`src/rtl/grp_irq_pkg.sv`:
```
package grp_irq_pkg;
   typedef enum logic [1:0] {
      CFG_TRIG = 2'd0,
      CFG_SENSE = 2'd1,
      CFG_DEST = 2'd2,
      CFG_EN = 2'd3
   } cfg_arr_e;

   localparam int CFG_ARRAYS = 4;
   localparam int REG_DW = 32;

   function automatic int ceil_div(input int a, input int b);
      return (a + b - 1) / b;
   endfunction
endpackage

```
`src/rtl/irq_src_sync.sv`:
```
module irq_src_sync #(
   parameter int W = 32,
   parameter int STAGES = 2
) (
   input  logic         clk,
   input  logic         rst_n,
   input  logic [W-1:0] raw,
   output logic [W-1:0] synced,
   output logic [W-1:0] synced_prev
);
   generate
      if (STAGES < 2) begin : g_bad_stages
         $error("irq_src_sync: STAGES must be at least 2");
      end
   endgenerate

   logic [W-1:0] chain [STAGES+1];

   always_ff @(posedge clk or negedge rst_n) begin
      if (!rst_n) begin
         for (int i = 0; i <= STAGES; i++) chain[i] <= '0;
      end else begin
         chain[0] <= raw;
         for (int i = 1; i <= STAGES; i++) chain[i] <= chain[i-1];
      end
   end

   assign synced      = chain[STAGES-1];
   assign synced_prev = chain[STAGES];
endmodule

```
`src/rtl/irq_cfg_regs.sv`:
```
module irq_cfg_regs
   import grp_irq_pkg::*;
#(
   parameter int NUM_SRC = 224,
   parameter int GRP_W = 32,
   localparam int NUM_GRP = ceil_div(NUM_SRC, GRP_W),
   localparam int TOT = NUM_GRP * GRP_W
) (
   input  logic             clk,
   input  logic             rst_n,
   input  logic             wr_en,
   input  logic [4:0]       widx,
   input  logic [GRP_W-1:0] wdata,
   output logic [GRP_W-1:0] rdata,
   output logic [TOT-1:0]   trig,
   output logic [TOT-1:0]   sense,
   output logic [TOT-1:0]   dest,
   output logic [TOT-1:0]   en
);
   logic [GRP_W-1:0] cfg [CFG_ARRAYS][NUM_GRP];
   logic [TOT-1:0]   valid;

   genvar a, g, b;
   generate
      for (b = 0; b < TOT; b++) begin : g_valid
         assign valid[b] = (b < NUM_SRC);
      end
      for (a = 0; a < CFG_ARRAYS; a++) begin : g_arr
         for (g = 0; g < NUM_GRP; g++) begin : g_grp
            always_ff @(posedge clk or negedge rst_n) begin
               if (!rst_n) cfg[a][g] <= '0;
               else if (wr_en && (int'(widx) == a * NUM_GRP + g))
                  cfg[a][g] <= wdata & valid[g*GRP_W +: GRP_W];
            end
         end
      end
      for (g = 0; g < NUM_GRP; g++) begin : g_out
         assign trig[g*GRP_W +: GRP_W]  = cfg[CFG_TRIG][g];
         assign sense[g*GRP_W +: GRP_W] = cfg[CFG_SENSE][g];
         assign dest[g*GRP_W +: GRP_W]  = cfg[CFG_DEST][g];
         assign en[g*GRP_W +: GRP_W]    = cfg[CFG_EN][g];
      end
   endgenerate

   always_comb begin
      rdata = '0;
      for (int ai = 0; ai < CFG_ARRAYS; ai++)
         for (int gi = 0; gi < NUM_GRP; gi++)
            if (int'(widx) == ai * NUM_GRP + gi) rdata = cfg[ai][gi];
   end
endmodule

```
`src/rtl/irq_pend_core.sv`:
```
module irq_pend_core #(
   parameter int TOT = 224
) (
   input  logic           clk,
   input  logic           rst_n,
   input  logic [TOT-1:0] synced,
   input  logic [TOT-1:0] synced_prev,
   input  logic [TOT-1:0] trig,
   input  logic [TOT-1:0] sense,
   input  logic [TOT-1:0] dest,
   input  logic [TOT-1:0] en,
   input  logic [TOT-1:0] clr,
   output logic [TOT-1:0] edge_evt,
   output logic [TOT-1:0] edge_latch,
   output logic [TOT-1:0] mpend0,
   output logic [TOT-1:0] mpend1
);
   logic [TOT-1:0] rise, fall, pend;

   assign rise     = synced & ~synced_prev;
   assign fall     = ~synced & synced_prev;
   assign edge_evt = trig & ((~sense & rise) | (sense & fall));

   always_ff @(posedge clk or negedge rst_n) begin
      if (!rst_n) edge_latch <= '0;
      else        edge_latch <= trig & ((edge_latch & ~clr) | edge_evt);
   end

   assign pend   = (trig & edge_latch) | (~trig & (synced ^ sense));
   assign mpend0 = pend & en & dest;
   assign mpend1 = pend & en & ~dest;
endmodule

```
`src/rtl/irq_group_sum.sv`:
```
module irq_group_sum #(
   parameter int NUM_GRP = 7,
   parameter int GRP_W = 32,
   localparam int TOT = NUM_GRP * GRP_W
) (
   input  logic [TOT-1:0]     mpend,
   output logic [NUM_GRP-1:0] flags
);
   genvar g;
   generate
      for (g = 0; g < NUM_GRP; g++) begin : g_or
         assign flags[g] = |mpend[g*GRP_W +: GRP_W];
      end
   endgenerate
endmodule

```
`src/rtl/grp_irq_ctrl.sv`:
```
module grp_irq_ctrl
   import grp_irq_pkg::*;
#(
   parameter int NUM_SRC = 224,
   parameter int GRP_W = 32,
   parameter int SYNC_STAGES = 2,
   parameter int SUM1_LSB = 0,
   parameter int SUM0_LSB = 8,
   parameter int SUM_WORD = 31,
   localparam int NUM_GRP = ceil_div(NUM_SRC, GRP_W),
   localparam int TOT = NUM_GRP * GRP_W,
   localparam int PEND1_BASE = NUM_GRP,
   localparam int PEND0_BASE = 2 * NUM_GRP
) (
   input  logic               clk,
   input  logic               rst_n,
   input  logic               reg_win,
   input  logic [6:0]         reg_addr,
   input  logic               reg_we,
   input  logic [31:0]        reg_wdata,
   output logic [31:0]        reg_rdata,
   input  logic [NUM_SRC-1:0] src_raw,
   output logic               irq_out0,
   output logic               irq_out1
);
   generate
      if (GRP_W != REG_DW) begin : g_bad_grp
         $error("grp_irq_ctrl: GRP_W must equal the register width");
      end
      if (CFG_ARRAYS * NUM_GRP > 32) begin : g_bad_win0
         $error("grp_irq_ctrl: configuration arrays overflow window 0");
      end
      if (3 * NUM_GRP > SUM_WORD || SUM_WORD > 31) begin : g_bad_win1
         $error("grp_irq_ctrl: pending arrays collide with summary word");
      end
      if (SUM0_LSB < SUM1_LSB + NUM_GRP || SUM0_LSB + NUM_GRP > 32) begin : g_bad_sum
         $error("grp_irq_ctrl: summary fields overlap or overflow");
      end
   endgenerate

   logic [4:0]         widx;
   logic [TOT-1:0]     raw_pad, synced, synced_prev;
   logic [TOT-1:0]     cfg_trig, cfg_sense, cfg_dest, cfg_en;
   logic [TOT-1:0]     clr_vec, edge_evt, edge_latch, mpend0, mpend1;
   logic [NUM_GRP-1:0] grp_flags0, grp_flags1;
   logic [31:0]        rd_cfg, rd_stat, sum_word;

   assign widx    = reg_addr[6:2];
   assign raw_pad = TOT'(src_raw);

   irq_src_sync #(.W(TOT), .STAGES(SYNC_STAGES)) u_sync (
      .clk(clk), .rst_n(rst_n), .raw(raw_pad),
      .synced(synced), .synced_prev(synced_prev)
   );

   irq_cfg_regs #(.NUM_SRC(NUM_SRC), .GRP_W(GRP_W)) u_cfg (
      .clk(clk), .rst_n(rst_n), .wr_en(reg_we & ~reg_win), .widx(widx),
      .wdata(reg_wdata), .rdata(rd_cfg), .trig(cfg_trig), .sense(cfg_sense),
      .dest(cfg_dest), .en(cfg_en)
   );

   genvar g;
   generate
      for (g = 0; g < NUM_GRP; g++) begin : g_clr
         assign clr_vec[g*GRP_W +: GRP_W] =
            (reg_we && reg_win && int'(widx) == g) ? reg_wdata : '0;
      end
   endgenerate

   irq_pend_core #(.TOT(TOT)) u_core (
      .clk(clk), .rst_n(rst_n), .synced(synced), .synced_prev(synced_prev),
      .trig(cfg_trig), .sense(cfg_sense), .dest(cfg_dest), .en(cfg_en),
      .clr(clr_vec), .edge_evt(edge_evt), .edge_latch(edge_latch),
      .mpend0(mpend0), .mpend1(mpend1)
   );

   irq_group_sum #(.NUM_GRP(NUM_GRP), .GRP_W(GRP_W)) u_sum0 (
      .mpend(mpend0), .flags(grp_flags0)
   );
   irq_group_sum #(.NUM_GRP(NUM_GRP), .GRP_W(GRP_W)) u_sum1 (
      .mpend(mpend1), .flags(grp_flags1)
   );

   assign sum_word = (32'(grp_flags1) << SUM1_LSB) | (32'(grp_flags0) << SUM0_LSB);

   always_comb begin
      rd_stat = '0;
      for (int gi = 0; gi < NUM_GRP; gi++) begin
         if (int'(widx) == PEND1_BASE + gi) rd_stat = mpend1[gi*GRP_W +: GRP_W];
         if (int'(widx) == PEND0_BASE + gi) rd_stat = mpend0[gi*GRP_W +: GRP_W];
      end
      if (int'(widx) == SUM_WORD) rd_stat = sum_word;
   end

   assign reg_rdata = reg_win ? rd_stat : rd_cfg;
   assign irq_out0  = |mpend0;
   assign irq_out1  = |mpend1;
endmodule

```
`config.mk`:
```
export PLATFORM = sky130hd
export DESIGN_NAME = grp_irq_ctrl
export DESIGN_NICKNAME = d
export VERILOG_FILES = /design/src/rtl/grp_irq_pkg.sv /design/src/rtl/irq_src_sync.sv /design/src/rtl/irq_cfg_regs.sv /design/src/rtl/irq_pend_core.sv /design/src/rtl/irq_group_sum.sv /design/src/rtl/grp_irq_ctrl.sv
export SDC_FILE = /design/constraint.sdc
export NUM_CORES = 2
export LEC_CHECK = 0
export BUFFER_PORTS_ARGS = -buffer_cell sky130_fd_sc_hd__buf_2
export CAP_MARGIN = 20
export CORE_MARGIN = 2
export CORE_UTILIZATION = 56
export DETAILED_ROUTE_END_ITERATION = 8
export PLACE_DENSITY = 0.84
export SETUP_SLACK_MARGIN = 0.5
export SYNTH_ARGS = -nofsm -noshare
export SYNTH_HDL_FRONTEND = slang
export SYNTH_SLANG_ARGS = --single-unit
```
`constraint.sdc`:
```
create_clock -name clk -period 2.7 [get_ports clk]
set_input_delay 0.405 -clock clk [delete_from_list [all_inputs] [get_ports clk]]
set_output_delay 0.405 -clock clk [all_outputs]
set_load 0.005 [all_outputs]
```
==> results.cfg, run 1 <==
[yosys]
synthTopCellsByArea = dfrtp_1, mux2_2, nor2b_1, o2111ai_1, nand2b_1
synth_ff_type = dfrtp_1
synthCells = 7220
syn-num-nets = 7487
synth_top_area_share_pct = 53.9
yosys.area.top_type = dfrtp_1
ys_types = 91
ys_seq_area_share_pct = 53.9
syn_area_mm2 = 0.0832
async_flop_share_pct = 100
synth_warnings = 0
syn_area_per_cell_um2 = 11.5
synth-seq-cells = 1792
synth_edf_count = 0

[cts]
cts_made_buffers = 182
htreeDepth = 4
root_buffer = clkbuf_16
cts.sinks = 1792
cts_buffer_depth = 3

[placed_design]
portBuffers = 298
place_ws_ps = -1460
gp_congestion = 1.36
hpwl_mm = 375

[die]
dieHeight_um = 389
fp.dieW_um = 389
row_count = 141
ios = 301
start_util_pct = 56.3

[status]
error = [ERROR GRT-0232] Routing congestion too high. Check the congestion heatmap in the GUI.
status = stopped before the end
haltStage = global routing

[grt]
grt_max_degree = 88
grt.total_usage_pct = 84.3
grt.overflow.total = 430

[timing]
grt-worst-endpoint = irq_out0
worstEndpointType = top-level output
routing by layer:
layer  global-route usage (%)  overflow
met5                     44.0         4
met4                     84.1       170
met3                     73.1        14
met2                     96.3       221
met1                     85.0        21
through the flow:
step	area (um^2)	util, %	instances	hold slack, ps
floorplan	84400	-	7220	109
global placement	108000	73.0	11600	331
detailed placement	108000	73.0	11600	335
CTS	119000	80.9	12200	92.1
cell usage after synthesis, types with 24 or more instances:
cell type and count:
a211oi_1 31, a21boi_0 114, a21oi_1 263, a221oi_1 156, a22oi_1 50, and3b_1 112
buf_1 69, buf_2 109, clkbuf_1 253, dfrtp_1 1792, inv_1 171, mux2_1 106
mux2_2 756, mux2i_1 39, mux4_2 24, nand2_1 357, nand2b_1 246, nand3_1 65
nand4_1 38, nor2_1 207, nor2b_1 483, nor3_1 183, nor3b_1 112, nor4_1 51
o2111ai_1 176, o211ai_1 100, o21ai_0 218, o221ai_1 42, o22ai_1 242, o311ai_1 89
o31a_1 110, xor2_1 108
repair_timing:
action	4_1_cts
hold endpoints to repair	286
setup buffers	85
pin swaps	165
gates resized for setup	427
hold buffers	225
gates cloned	1
setup endpoints to repair	210
cell families after synthesis:
group / after synthesis / synth area share (%)
flops: 1792 / 53.9
mux: 925 / 12.8
simple gates: 1940 / 13.2
compound gates: 1843 / 16.0
buf+inv: 611 / 2.94
xor+xnor: 109 / 1.15
==> run 2, diff against run 1 <==
Settings changed: CORE_UTILIZATION 56 to 40, PLACE_DENSITY 0.84 to unset, PLACE_DENSITY_LB_ADDON set to 0.15, SETUP_SLACK_MARGIN 0.5 to unset.
Clock period 2.7 ns to 3.5 ns, I/O delays scaled along.
==> run 2 against run 1 <==
The flow now finishes, with violations (setup timing). Area after synthesis unchanged. Synthesized cell count is the same.
==> results.cfg, run 2 <==
[cells_and_area]
syn2layout_area_growth_pct = 46.0
fillCellCount = 17100
fin_nets = 10200
drive_gt1_share_pct = 43.7
regArea_mm2 = 0.0449
final_area_mm2 = 0.121
layout_commonest_cell = buf_4
layout_common_cells = buf_4, dfrtp_1, mux2_2, nor2b_1, nand2_1
multi_input_area_mm2 = 0.0403

[yosys]
synth.most_common_cell = dfrtp_1
netlist_top_cells_count = dfrtp_1, mux2_2, nor2b_1, nand2_1, a21oi_1
syn_area_mm2 = 0.0832
ys_seq_area_share_pct = 53.9
async_flop_share_pct = 100
synth_top_area_share_pct = 53.9
synth_ff_type = dfrtp_1
synth_warnings = 0
syn_area_per_cell_um2 = 11.5
ys_types = 91
synthCells = 7220
synthTopCellsByArea = dfrtp_1, mux2_2, nor2b_1, o2111ai_1, nand2b_1
synth_edf_count = 0
syn-num-nets = 7487
synth-seq-cells = 1792
yosys.area.top_type = dfrtp_1

[die]
start_util_pct = 40.2
ios = 301
dieHeight_um = 460
core_mm2 = 0.207
fp.dieW_um = 460
die_area_mm2 = 0.212
row_count = 167

[worst_setup_path]
setup.worst_path.class = flip-flop to output pin
required_ps = 2970
cp_max_fo = 3
start_kind = flip-flop
path_delay_family = simple AND/OR/NAND/NOR gates
slowest_stage = or4_4
cp_num_buf_inv = 2
crit_start = u_sync.synced[124]
worstSetupPathDepth = 9
ff2ff_path_depth = 6
rr_startpoint = u_sync.synced[124]
worstSetupEndpointType = output pin
cp_cell_sequence = and2b_1, o311a_4, buf_6, o2bb2ai_4, nor4_4, nand4_1, or4_4, or4_4, buf_6
cp.arrival_ps = 4090
slowest_delay_ps = 540

[flow_run]
maxCapViolations = 0

[placed_design]
postPlaceCellArea_mm2 = 0.106
place_ws_ps = -1060
gp_congestion = 1.16
portBuffers = 298
hpwl_mm = 420

[detailed_routing]
antenna_left = 0
routed-via-count = 83600
wl_per_cell_um = 43.0
drtIter0Drc = 12000
wl_mm = 552
viasPerCell = 6.51
drcViolationCount = 0
drt_pre_antenna_iters = 8

[grt]
grt_max_degree = 127
grt.overflow.total = 0
grt.total_usage_pct = 51.2
grt_pass1_vias = 80800
antenna_found_initial = 75
grt_pass1_wl_mm = 721

[timing]
slew_viol_final = 0
rsz0062_at_grt = yes
period_needed_ps = 4620
finalHoldViolCount = 0
fin_tns_setup_ps = -15030
fmax_mhz = 217
fin_ws_ps = -1120
tightest_slew_ps = 972
finalSetupViolCount = 34
clock_skew_ps = 48.1
finalCritPeriodShare_pct = 132
slew_headroom_pct = 34.9

[cts]
cts_buffer_depth = 3
clk_pin_slew_ps = 60
htreeDepth = 4
clock_latency_ps = 900
cts_made_buffers = 195
cts_tree = yes
root_buffer = clkbuf_16
cts.sinks = 1792

[hold_path]
hold_depth = 3
hold_class = primary input to flip-flop
hp-start = reg_wdata[7]

[pwr]
p_per_area_mw_per_mm2 = 513
peakVddDrop_v = 0.000568
p_leak_nw = 55.0

[status]
status = finished with violations
violations = setup timing
==> run 2: cell counts after synthesis <==
No cell type changed its count.
==> run 2: cell families (layout without fill, tap and decap cells) <==
family                 count (synthesis)  after routing  share of synthesized area (%)
XOR/XNOR                             109            109                           1.15
flip-flops                          1792           1792                           53.9
other                                  0             50                              0
buffers and inverters                611           3477                           2.94
AO/OA/AOI/OAI                       1843           1843                           16.0
multiplexers                         925            925                           12.8
AND/OR/NAND/NOR                     1940           1940                           13.2
==> run 2: layer usage <==
layer  up-vias  wire length [um]  GRT usage, %
li1      32500                 -             -
met4        22             56800          41.3
met5         -               148             0
met1     42800            204000          63.6
met3      2096             68000          18.3
met2      6190            223000          71.7
==> run 2: through the flow <==
| step | total power, mW | util [%] | hold slack, ps | cells |
|---|---|---|---|---|
| after CTS | 61.0 | 57.6 | 145 | 12700 |
| after global placement | 37.5 | 51.1 | 332 | 12000 |
| after floorplan | 28.6 | - | 229 | 7220 |
| after detailed placement | 37.8 | 51.1 | 335 | 12000 |
| final | 62.3 | 58.7 | 192 | 12800 |
| after global routing | 63.6 | 58.7 | 232 | 12800 |
==> run 2: power breakdown <==
part           switching (mW)  internal, mW  leakage (nW)
registers                1.92          22.7          22.7
logic                    8.76          6.84          29.0
clock network            9.36          12.7          3.34
==> run 2: worst paths after layout <==
path	end	slack, ps
worst min-delay path	u_cfg.dest[39]	190
worst min register to register	u_sync.synced[172]	330
worst max register to register	u_core.edge_latch[124]	2100
worst max-delay path	irq_out1	-1120
max in group asynchronous	u_sync.chain[552]	1890
min in group asynchronous	u_core.edge_latch[124]	220
==> run 2: area by class of cell <==
cell class                      count  area share [%]
Multi-Input combinational cell   4817            33.2
Timing Repair Buffer             2937            20.8
Tap cell                         2704            2.79
Clock inverter                    105            1.07
Inverter                          174           0.540
Clock buffer                      261            4.58
Sequential cell                  1792            36.9
Antenna cell                       50           0.103
==> run 2: what timing repair did <==
item,CTS,global route
setup buffers,157,95
hold buffers,225,0
pin swaps,251,191
cloned,1,0
resized for setup,673,314
setup endpoints to repair,34,34
endpoints found under the hold margin,276,0
==> run 2: worst min-delay path: stages <==
cell	delay, ps
buf_2	310
nand2_1	120
o21ai_0	70
No activity file was read; power rests on OpenSTA's default activity.
